File: src/rtl/led_scan_matrix.sv
module led_scan_matrix #(
  parameter int PHASE_CYCLES   = 50000,
  parameter int BLANK_CYCLES   = 500,
  parameter int STRETCH_CYCLES = 400000000
) (
  input  logic       clk,
  input  logic       rst_n,
  input  logic [7:0] ch_on,
  input  logic [7:0] ch_fault,
  input  logic       led_shdn,
  output logic [3:0] cath_en,
  output logic       stat_lo,
  output logic       stat_hi,
  output logic       flt_lo,
  output logic       flt_hi
);
  localparam int CW = $clog2(PHASE_CYCLES);
  localparam int SW = $clog2(STRETCH_CYCLES + 1);

  logic [CW-1:0] slot;
  logic [1:0]    phase;
  logic [7:0]    flt_show;
  logic [7:0]    stat_show;
  logic          active;

  always_ff @(posedge clk or negedge rst_n) begin
    if (!rst_n) begin
      slot  <= '0;
      phase <= 2'd0;
    end else if (slot == CW'(PHASE_CYCLES - 1)) begin
      slot  <= '0;
      phase <= phase + 2'd1;
    end else begin
      slot <= slot + 1'b1;
    end
  end

  for (genvar i = 0; i < 8; i++) begin : g_ch
    logic [SW-1:0] hold;
    always_ff @(posedge clk or negedge rst_n) begin
      if (!rst_n)           hold <= '0;
      else if (ch_fault[i]) hold <= SW'(STRETCH_CYCLES);
      else if (hold != '0)  hold <= hold - 1'b1;
    end
    assign flt_show[i] = ch_fault[i] | (hold != '0);

    assert_fault_held_R7: assert property (@(posedge clk) disable iff (!rst_n)
      ($past(ch_fault[i]) && !ch_fault[i]) |-> flt_show[i]);
  end

  assign stat_show = ch_on & ~flt_show;
  assign active    = (slot >= CW'(BLANK_CYCLES)) && !led_shdn;
  assign cath_en   = active ? (4'b0001 << phase) : 4'b0000;
  assign stat_lo   = active & stat_show[{1'b0, phase}];
  assign stat_hi   = active & stat_show[{1'b1, phase}];
  assign flt_lo    = active & flt_show[{1'b0, phase}];
  assign flt_hi    = active & flt_show[{1'b1, phase}];

  assert_cath_onehot_R2: assert property (@(posedge clk) disable iff (!rst_n)
    $onehot0(cath_en));

  assert_phase_step_R2: assert property (@(posedge clk) disable iff (!rst_n)
    (phase != $past(phase)) |-> ($past(slot) == CW'(PHASE_CYCLES - 1)));

  assert_blank_dark_R3: assert property (@(posedge clk) disable iff (!rst_n)
    (slot < CW'(BLANK_CYCLES)) |-> (cath_en == 4'b0000 && !stat_lo && !stat_hi));

  assert_anode_needs_cath_R4: assert property (@(posedge clk) disable iff (!rst_n)
    (stat_lo || stat_hi || flt_lo || flt_hi) |-> (cath_en != 4'b0000));

  assert_exclusive_R6: assert property (@(posedge clk) disable iff (!rst_n)
    !(stat_lo && flt_lo) && !(stat_hi && flt_hi));

  assert_shdn_dark_R8: assert property (@(posedge clk) disable iff (!rst_n)
    led_shdn |-> (cath_en == 4'b0000 && !flt_lo && !flt_hi));
endmodule

File: config.mk
export PLATFORM = sky130hd
export DESIGN_NAME = led_scan_matrix
export DESIGN_NICKNAME = d
export VERILOG_FILES = /design/src/rtl/led_scan_matrix.sv
export SDC_FILE = /design/constraint.sdc
export NUM_CORES = 1
export LEC_CHECK = 0
export BUFFER_PORTS_ARGS = -buffer_cell sky130_fd_sc_hd__buf_4
export CORE_AREA = 2 2 150 152
export DETAILED_ROUTE_END_ITERATION = 16
export DIE_AREA = 0 0 152 154
export PLACE_DENSITY = 0.87
export SLEW_MARGIN = 15
export SYNTH_ARGS = -nofsm -noshare
export SYNTH_HDL_FRONTEND = slang
export SYNTH_SLANG_ARGS = --single-unit
File: constraint.sdc
create_clock -name clk -period 8.44 [get_ports clk]
set_input_delay 1.688 -clock clk [delete_from_list [all_inputs] [get_ports clk]]
set_output_delay 1.688 -clock clk [all_outputs]
set_load 0.05 [all_outputs]
; Word level (Yosys, flattened, before mapping)
; Index checks and enable logic that the tools add are counted.
[word_totals]
mem_bits_rw = 0
input_bits = 19
regBits = 250
out_inout_bits = 8
romBits = 0
latch_bits = 0
memories = 0
elab_cells = 83
[op_classes]
shifts = 1
n_mux = 26
div_mod_pow = 0
n_lt_le_gt_ge = 3
bitwise = 14
mul = 0
eq_ne = 1
n_reduce_logical = 18
n_addsub = 10
[ops]
columns = op, n
row1 = $mux W29, 16
row2 = $reduce_bool A29 Y1, 8
row3 = $sub A29 B1 Y29 const B, 8
row4 = $add A16 B1 Y16 const B, 1
row5 = $eq A16 B16 Y1 const B, 1
row6 = $ge A16 B9 Y1 const B, 1
row7 = $mux W16, 1
row8 = $reduce_bool A2 Y1, 8
row9 = $and A8 B8 Y8, 1
row10 = $bmux W1 S2, 4
row11 = $not A8 Y8, 1
row12 = $or A1 B1 Y1, 8
row13 = $and A1 B1 Y1, 4
row14 = $lt A2 B4 Y1 const B, 1
row15 = $lt A3 B4 Y1 const B, 1
row16 = $mux W1, 4
row17 = $mux W4, 1
row18 = $shl A1 B2 Y4 const A, 1
row19 = $add A2 B1 Y2 const B, 1
row20 = $logic_and A1 B1 Y1, 1
row21 = $logic_not A1 Y1, 1

; Logic depth before layout (Yosys ltp)
; Gate-level depths: netlist (run 1).
[logic_depth]
word_depth = 7
mapped_depth = 10
ltp_nobuf = 7

; Worst setup path after synthesis (run 1)
; No wires, ideal clock.
[synth_path]
kind = input to output
start = in ch_fault[7]
end = out flt_hi
t_arrival_ns = 3.306
path_buffers = 0
t_required_ns = 6.752
setup_slack_ns = 3.446
stages = 5
path_cell_list = inv_1 -> nand2_1 -> nor4_1 -> or3_1 -> a21boi_0
[synth_via]
elab_chain_len = 4
[synth_rtl]
columns = element, line
row1 = start: declaration, 9  ; input logic [7:0] ch_fault,
row2 = $or A1 B1 Y1, 45  ; assign flt_show[i] = ch_fault[i] | (hold != '0);
row3 = $bmux W1 S2, 57  ; assign flt_hi = active & flt_show[{1'b1, phase}];
row4 = $mux W1 (not written as such), 57
row5 = $and A1 B1 Y1, 57
row6 = end: declaration, 15  ; output logic flt_hi
; No other way between the ends. The select of a mux whose other input is x is not followed.

; Worst setup path in the final report (run 1)
[layout_path]
start = reg g_ch[5].hold[18]
end = out flt_hi
[layout_via]
elab_chain_len = 5
[layout_rtl]
columns = element, line
row1 = start: declaration, 39  ; logic [SW-1:0] hold;
row2 = start signal: assignment, 42  ; else if (ch_fault[i]) hold <= SW'(STRETCH_CYCLES);
row3 = start signal: assignment, 43  ; else if (hold != '0) hold <= hold - 1'b1;
row4 = $reduce_bool A29 Y1, 45
row5 = $or A1 B1 Y1, 45
row6 = $bmux W1 S2, 57
row7 = $mux W1 (not written as such), 57
row8 = $and A1 B1 Y1, 57
; No other way between the ends. The select of a mux whose other input is x is not followed.

==> out/metrics.yaml, run 1 <==
layout:
  antenna-diode-count: 0
  fin_area_sq_mm: 0.0151
  fin_util: 0.698
  area_growth_pct: 8.88
  drive_above_1_share: 0.0866
  nets: 1511
placement:
  place_ws_ps: 3390
  io_buffers: 26
  gp_congestion: 0.845
  hpwlAfterDp_mm: 19.5
  place_area_sq_mm: 0.0142
grt:
  grt_pass1_vias: 11389
  top_usage_layer: "met2"
  use_met1: 0.355
  use_met3: 0.0361
  grt_usage: 0.262
  antenna_found_initial: 0
  overflow: 0
  grt_max_degree: 139
  globalRouteMet2Util: 0.440
  grt_first_pass_wirelength_mm: 53.1
synth:
  synth_ff_type: "dfrtp_1"
  syn_nets: 1511
  ys_types: 69
  synth_enable_flop_cells: 0
  ys_ff_latch: 250
  async_flop_share: 1.00
  syn_avg_cell_area_sq_um: 9.46
  synth_area_sq_mm: 0.0139
  synth_cells: 1470
  seq_area_frac_synth: 0.450
  yosysWarningCount: 0
hold_path:
  hold_path_end: "slot[7]$_DFF_PN0_"
  hold_path.class: "reg -> reg"
  holdCritStartpoint: "slot[7]$_DFF_PN0_"
  holdPathStages: 1
sta:
  tightest_slew_ps: 1210
  max-slew-margin-rel: 0.184
  period_share: 0.631
  fmax_ghz: 0.188
  rsz0062_at_grt: "no"
  fin_setup_tns_ps: 0
  fin_skew_ps: 15.2
  final_max_slew_viol_count: 0
  hold_viol: 0
  fin_ws_ps: 3110
  period_needed_ps: 5330
  setup_viol: 0
route:
  drt_pass1_iterations: 7
  via_per_inst: 6.61
  drtIter0Drc: 912
  num_vias: 11691
  wl_per_cell_um: 17.2
  drc: 0
  drtAntennaViolNets: 0
  drt-total-wl_mm: 30.4
worst_setup_path:
  r2r_slack_ps: 5310
  reg2regPathDepth: 5
  required_ps: 6750
  critPathMaxFanout: 13
  critPathLaunchType: "flip-flop"
  arrival_ps: 3640
  critical_path_class: "reg -> out"
  rr_endpoint: "g_ch[1].hold[10]$_DFFE_PN0N_"
  cp-end-kind: "output port"
  timing.rr.start: "g_ch[1].hold[20]$_DFFE_PN0N_"
outcome:
  status: "complete, no violations"
die:
  fp.dieW_um: 152
  die_h_um: 154
  coreArea_sq_mm: 0.0217
  die_area_sq_mm: 0.0234
  io_pins: 27
  row_count: 54
  initial_core_util: 0.641
cts:
  cts.sinks: 250
  clockRootBuffer: "clkbuf_16"
  worstSkewPairLatency_ps: 540
  postCtsSetupBuffers: 0
  cts_tree: "built"
  hold_buffers: 0
  numCtsBuffers: 28
  clk_pin_slew_ps: 60
  cts_resized: 0
  cts-htree-levels: 1
  cts_buffer_depth: 3
power_and_ir_drop:
  power_density_mw_per_mm2: 207
  peakVddDrop_mv: 0.212
  leakage_nw: 5.50
  p_total_mw: 3.13
job:
  drv_cap: 0
[cell families after synthesis]
group                      count (synthesis)  synth area share
AOI/OAI and AO/OA                        295             0.141
buffers and inverters                    102            0.0315
muxes                                     30            0.0232
adders and majority gates                 22            0.0198
DFF                                      250             0.450
and+or+nand+nor                          690             0.283
xor gates and xnor gates                  81            0.0510
[critical path, cell delays in order, from the launching register on]
cell	delay (ps)
dfrtp_1	440
or4_1	610
or3_1	510
nor4_2	970
a221o_1	300
a21boi_0	90
buf_4	200
[placed cells by master, fill, tap and decap left out, types with 33 or more instances in the layout]
| cell | count |
|---|---|
| xor2_1 | 33 |
| nor2_1 | 134 |
| xnor2_1 | 48 |
| nand3_1 | 72 |
| dfrtp_1 | 250 |
| nor4_1 | 60 |
| a21oi_1 | 77 |
| nor3_1 | 49 |
| o31ai_1 | 60 |
| or4_1 | 85 |
| nand2_1 | 58 |
| inv_1 | 38 |
| o21ai_0 | 59 |
| or3_1 | 77 |
[per-stage QoR]
stage / cells / hold slack (ps)
floorplan: 1470 / 451
global placement: 1719 / 474
detailed placement: 1719 / 489
CTS: 1768 / 501
global route: 1769 / 513
finish: 1769 / 500
[power by group]
group          internal (mW)  switching (mW)
clock network          0.700           0.472
registers               1.29           0.108
logic                  0.218           0.340
[per-layer routing]
metal / part of all wire / routed length, um
met5: 0 / 0
met1: 0.44 / 13400
met2: 0.49 / 14800
met3: 0.050 / 1510
met4: 0.024 / 731
[worst max-delay path by stage]
stage,cells past startpoint,slack (ps),to,startpoint
floorplan,5,3450,flt_hi,ch_fault[7]
global placement,7,3390,stat_hi,ch_fault[7]
detailed placement,7,3390,stat_hi,ch_fault[7]
CTS,6,3130,stat_hi,g_ch[5].hold[18]$_DFFE_PN0P_
global route,6,2920,flt_hi,g_ch[5].hold[18]$_DFFE_PN0P_
finish,6,3110,flt_hi,g_ch[5].hold[18]$_DFFE_PN0P_
[flip-flops by register name (all words and copies together), names as in the netlist]
name and cells:
g_ch.hold 232, slot 16, phase 2
[layout make-up]
class	instances	area, sq um
timing repair buffer	33	275
multi-input combinational	1118	7230
inverter	39	146
tap	280	350
fill	1582	6550
sequential	250	6260
clock buffer	43	828
clock inverter	6	55.1
[cell usage after synthesis (38+ instances only)]
master | count | area, sq um
o31ai_1 | 60 | 450
nand3_1 | 72 | 360
dfrtp_1 | 250 | 6260
o21ai_0 | 59 | 295
nor3_1 | 50 | 250
nor4_1 | 61 | 382
a21oi_1 | 77 | 385
or4_1 | 85 | 638
nand2_1 | 58 | 218
clkbuf_1 | 49 | 184
xnor2_1 | 48 | 420
inv_1 | 38 | 143
nor2_1 | 134 | 503
or3_1 | 77 | 482
(Power assumes the default switching activity.)
==> run 2: changes to the inputs <==
- ABC_AREA: default -> 1
- CORE_AREA: 2 2 150 152 -> 2 2 168 170
- DIE_AREA: 0 0 152 154 -> 0 0 170 172
- PLACE_DENSITY: 0.87 -> 0.83
- clock period: 8.44 -> 4.46 ns (I/O delays scaled with it)
==> run 2 against run 1 <==
Against the previous run:
- die area grew 25%
- power grew 100%
- first-iteration DRC count grew 41%
- clock skew shrank 1.9 ps
- largest cell class unchanged
- synthesized cell count grew 47%
- cell count grew 45%
- highest routed layer unchanged
- register-to-register slack lost 3500 ps
- routed wire length grew 24%
- worst hold slack lost 77 ps
- sequential share of layout area shrank 5.0 points
- combinational power grew 140%
==> out/metrics.yaml, run 2 <==
sta:
  period_needed_ps: 3560
  fin_setup_tns_ps: 0  # unchanged
  setup_viol: 0  # unchanged
  fmax_ghz: 0.281
  final_max_slew_viol_count: 0  # unchanged
  whs_ps: 422  # was 500 ps
  hold_viol: 0  # unchanged
  max-slew-margin-rel: 0.316  # was 0.184
  period_share: 0.797
  rsz0062_at_grt: "no"  # unchanged
  tightest_slew_ps: 1030  # was 1210 ps
  fin_skew_ps: 13.3  # was 15.2 ps
placement:
  io_buffers: 26  # unchanged
  hpwlAfterDp_mm: 27.6  # was 19.5 mm
  gp_congestion: 0.987  # was 0.845
die:
  row_count: 61  # was 54
  initial_core_util: 0.571  # was 0.641
  io_pins: 27  # unchanged
  die_area_sq_mm: 0.0292  # was 0.0234 sq mm
  fp.dieW_um: 170  # was 152 um
  coreArea_sq_mm: 0.0275  # was 0.0217 sq mm
  die_h_um: 172  # was 154 um
route:
  drtIter0Drc: 1285  # was 912
  drt-total-wl_mm: 37.5  # was 30.4 mm
  drtAntennaViolNets: 0  # unchanged
  wl_per_cell_um: 14.7  # was 17.2 um
  num_vias: 14260  # was 11.7k
  drt_pass1_iterations: 5  # was 7
  drc: 0  # unchanged
  via_per_inst: 5.57  # was 6.61
synth:
  yosysMostFrequentCell: "nand2_1"  # was dfrtp_1
  synth.area.top_cells: "dfrtp_1, nand2_1, nor2_1"  # was dfrtp_1, or4_1, nor2_1
  ys_types: 51  # was 69
  ys_ff_latch: 250  # unchanged
  syn_avg_cell_area_sq_um: 7.28  # was 9.46 sq um
  synth_ff_type: "dfrtp_1"  # unchanged
  yosysTopAreaCellShare: 0.399  # was 0.450
  synth_area_sq_mm: 0.0157  # was 0.0139 sq mm
  ys_top_cells_by_count: "nand2_1, nor2_1, inv_1, dfrtp_1, nand3_1"  # was dfrtp_1, nor2_1, or4_1, a21oi_1, or3_1
  synth_enable_flop_cells: 0  # unchanged
  seq_area_frac_synth: 0.399  # was 0.450
  synth_cells: 2154  # was 1470
  yosysWarningCount: 0  # unchanged
  async_flop_share: 1.00  # unchanged
  synth.largest_area_cell: "dfrtp_1"  # unchanged
  syn_nets: 2195  # was 1511
worst_setup_path:
  critPathLaunchType: "flip-flop"  # unchanged
  cp-end-kind: "output port"  # unchanged
  required_ps: 3570  # was 6750 ps
  critPathMaxFanout: 11  # was 13
  arrival_ps: 2660  # was 3640 ps
  critical_path_class: "reg -> out"  # unchanged
cts:
  numCtsBuffers: 29  # was 28
  cts.sinks: 250  # unchanged
  cts_resized: 0  # unchanged
  clockRootBuffer: "clkbuf_16"  # unchanged
  worstSkewPairLatency_ps: 540  # about the same
  postCtsSetupBuffers: 0  # unchanged
  hold_buffers: 0  # unchanged
  cts-htree-levels: 1  # unchanged
  clk_pin_slew_ps: 70  # was 60 ps
  cts_buffer_depth: 3  # unchanged
  cts_tree: "built"  # unchanged
layout:
  area_growth_pct: 9.87  # was 8.88%
  final_common_cell: "nand2_1"  # was dfrtp_1
  n_fill_cell: 2408  # was 1582
  antenna-diode-count: 0  # unchanged
  nets: 2232  # was 1511
  mostFrequentLayoutCells: "nand2_1, nor2_1, inv_1"  # was dfrtp_1, nor2_1, or4_1
  top_register: "g_ch.hold"  # unchanged
  top_regs: "g_ch.hold: 232 flops, slot: 16 flops, phase: 2 flops"  # unchanged
  largest_register_ffs: 232  # unchanged
  drive_above_1_share: 0.114  # was 0.0866
power_and_ir_drop:
  peakVddDrop_mv: 0.292  # was 0.212 mV
  leakage_nw: 7.80  # was 5.50 nW
  power_density_mw_per_mm2: 368  # was 207 mW/mm^2
grt:
  grt_usage: 0.259  # was 0.262
  grt_max_degree: 135  # was 139
  grt_pass1_vias: 13874  # was 11.4k
  antenna_found_initial: 0  # unchanged
  overflow: 0  # unchanged
  grt_first_pass_wirelength_mm: 63.3  # was 53.1 mm
job:
  drv_cap: 0  # unchanged
outcome:
  status: "complete, no violations"  # unchanged
hold_path:
  hold_path.class: "in -> async"  # was reg -> reg
## run 2: layer usage
layer  vias up  part of all wire  track usage
li1       6976                 -            -
met1      6764              0.44        0.339
met2       425              0.48        0.449
met3        95             0.052       0.0314
met4         0             0.029       0.0910
met5         -                 0            0
## run 2: cell families after synthesis
family / Yosys count / share of synthesized area
AOI/OAI and AO/OA: 203 / 0.0719
xor gates and xnor gates: 81 / 0.0452
adders and majority gates: 22 / 0.0176
buffers and inverters: 317 / 0.0776
DFF: 250 / 0.399
and+or+nand+nor: 1281 / 0.389
## run 2: worst paths after layout
check | from | to | slack [ps] | cells past startpoint
setup / recovery | g_ch[7].hold[0]$_DFFE_PN0P_ | stat_hi | 900 | 11
hold / removal | rst_n | g_ch[5].hold[8]$_DFFE_PN0P_ | 420 | 1
setup reg to reg | g_ch[1].hold[0]$_DFFE_PN0N_ | g_ch[1].hold[1]$_DFFE_PN0N_ | 1810 | 10
hold reg to reg | g_ch[7].hold[2]$_DFFE_PN0P_ | g_ch[7].hold[2]$_DFFE_PN0P_ | 460 | 1
max in group asynchronous | rst_n | g_ch[4].hold[9]$_DFFE_PN0P_ | 3030 | 2
min in group clk | g_ch[7].hold[2]$_DFFE_PN0P_ | g_ch[7].hold[2]$_DFFE_PN0P_ | 460 | 1
## run 2: power breakdown
group	switching [mW]	internal (mW)
Combinational	0.940	0.415
Clock	0.958	1.42
Sequential	0.168	2.43
Total	2.07	4.27
## run 2: through the flow
stage | power (mW) | area, sq um | worst slack [ps] | cells | utilization
after floorplan | 3.61 | 15700 | 1310 | 2154 | -
after global routing | 6.66 | 17200 | 724 | 2559 | 0.627
after detailed placement | 3.96 | 16300 | 1250 | 2506 | 0.592
final | 6.33 | 17200 | 904 | 2559 | 0.627
after global placement | 3.93 | 16300 | 1270 | 2506 | 0.592
after CTS | 6.36 | 17200 | 903 | 2559 | 0.627
## run 2: area by class of cell
class | instances | area [sq um] | share of cell area
clock buffers | 39 | 833 | 0.0484
inverters | 289 | 1090 | 0.0630
clock inverters | 14 | 138 | 0.00799
well taps | 346 | 433 | 0.0251
repair buffers | 34 | 275 | 0.0160
multi-input cells | 1587 | 8210 | 0.476
flip-flops and latches | 250 | 6260 | 0.363
## run 2: worst max-delay path, cell delays in order (launching register included)
cell and delay (ps):
dfrtp_1 360, inv_1 130, ha_1 210, nand2_1 70
nor2_1 100, nand3_1 120, nor2_4 360, nand4_2 120
nand3_1 90, nand2_1 60, nor2_1 240, buf_4 260
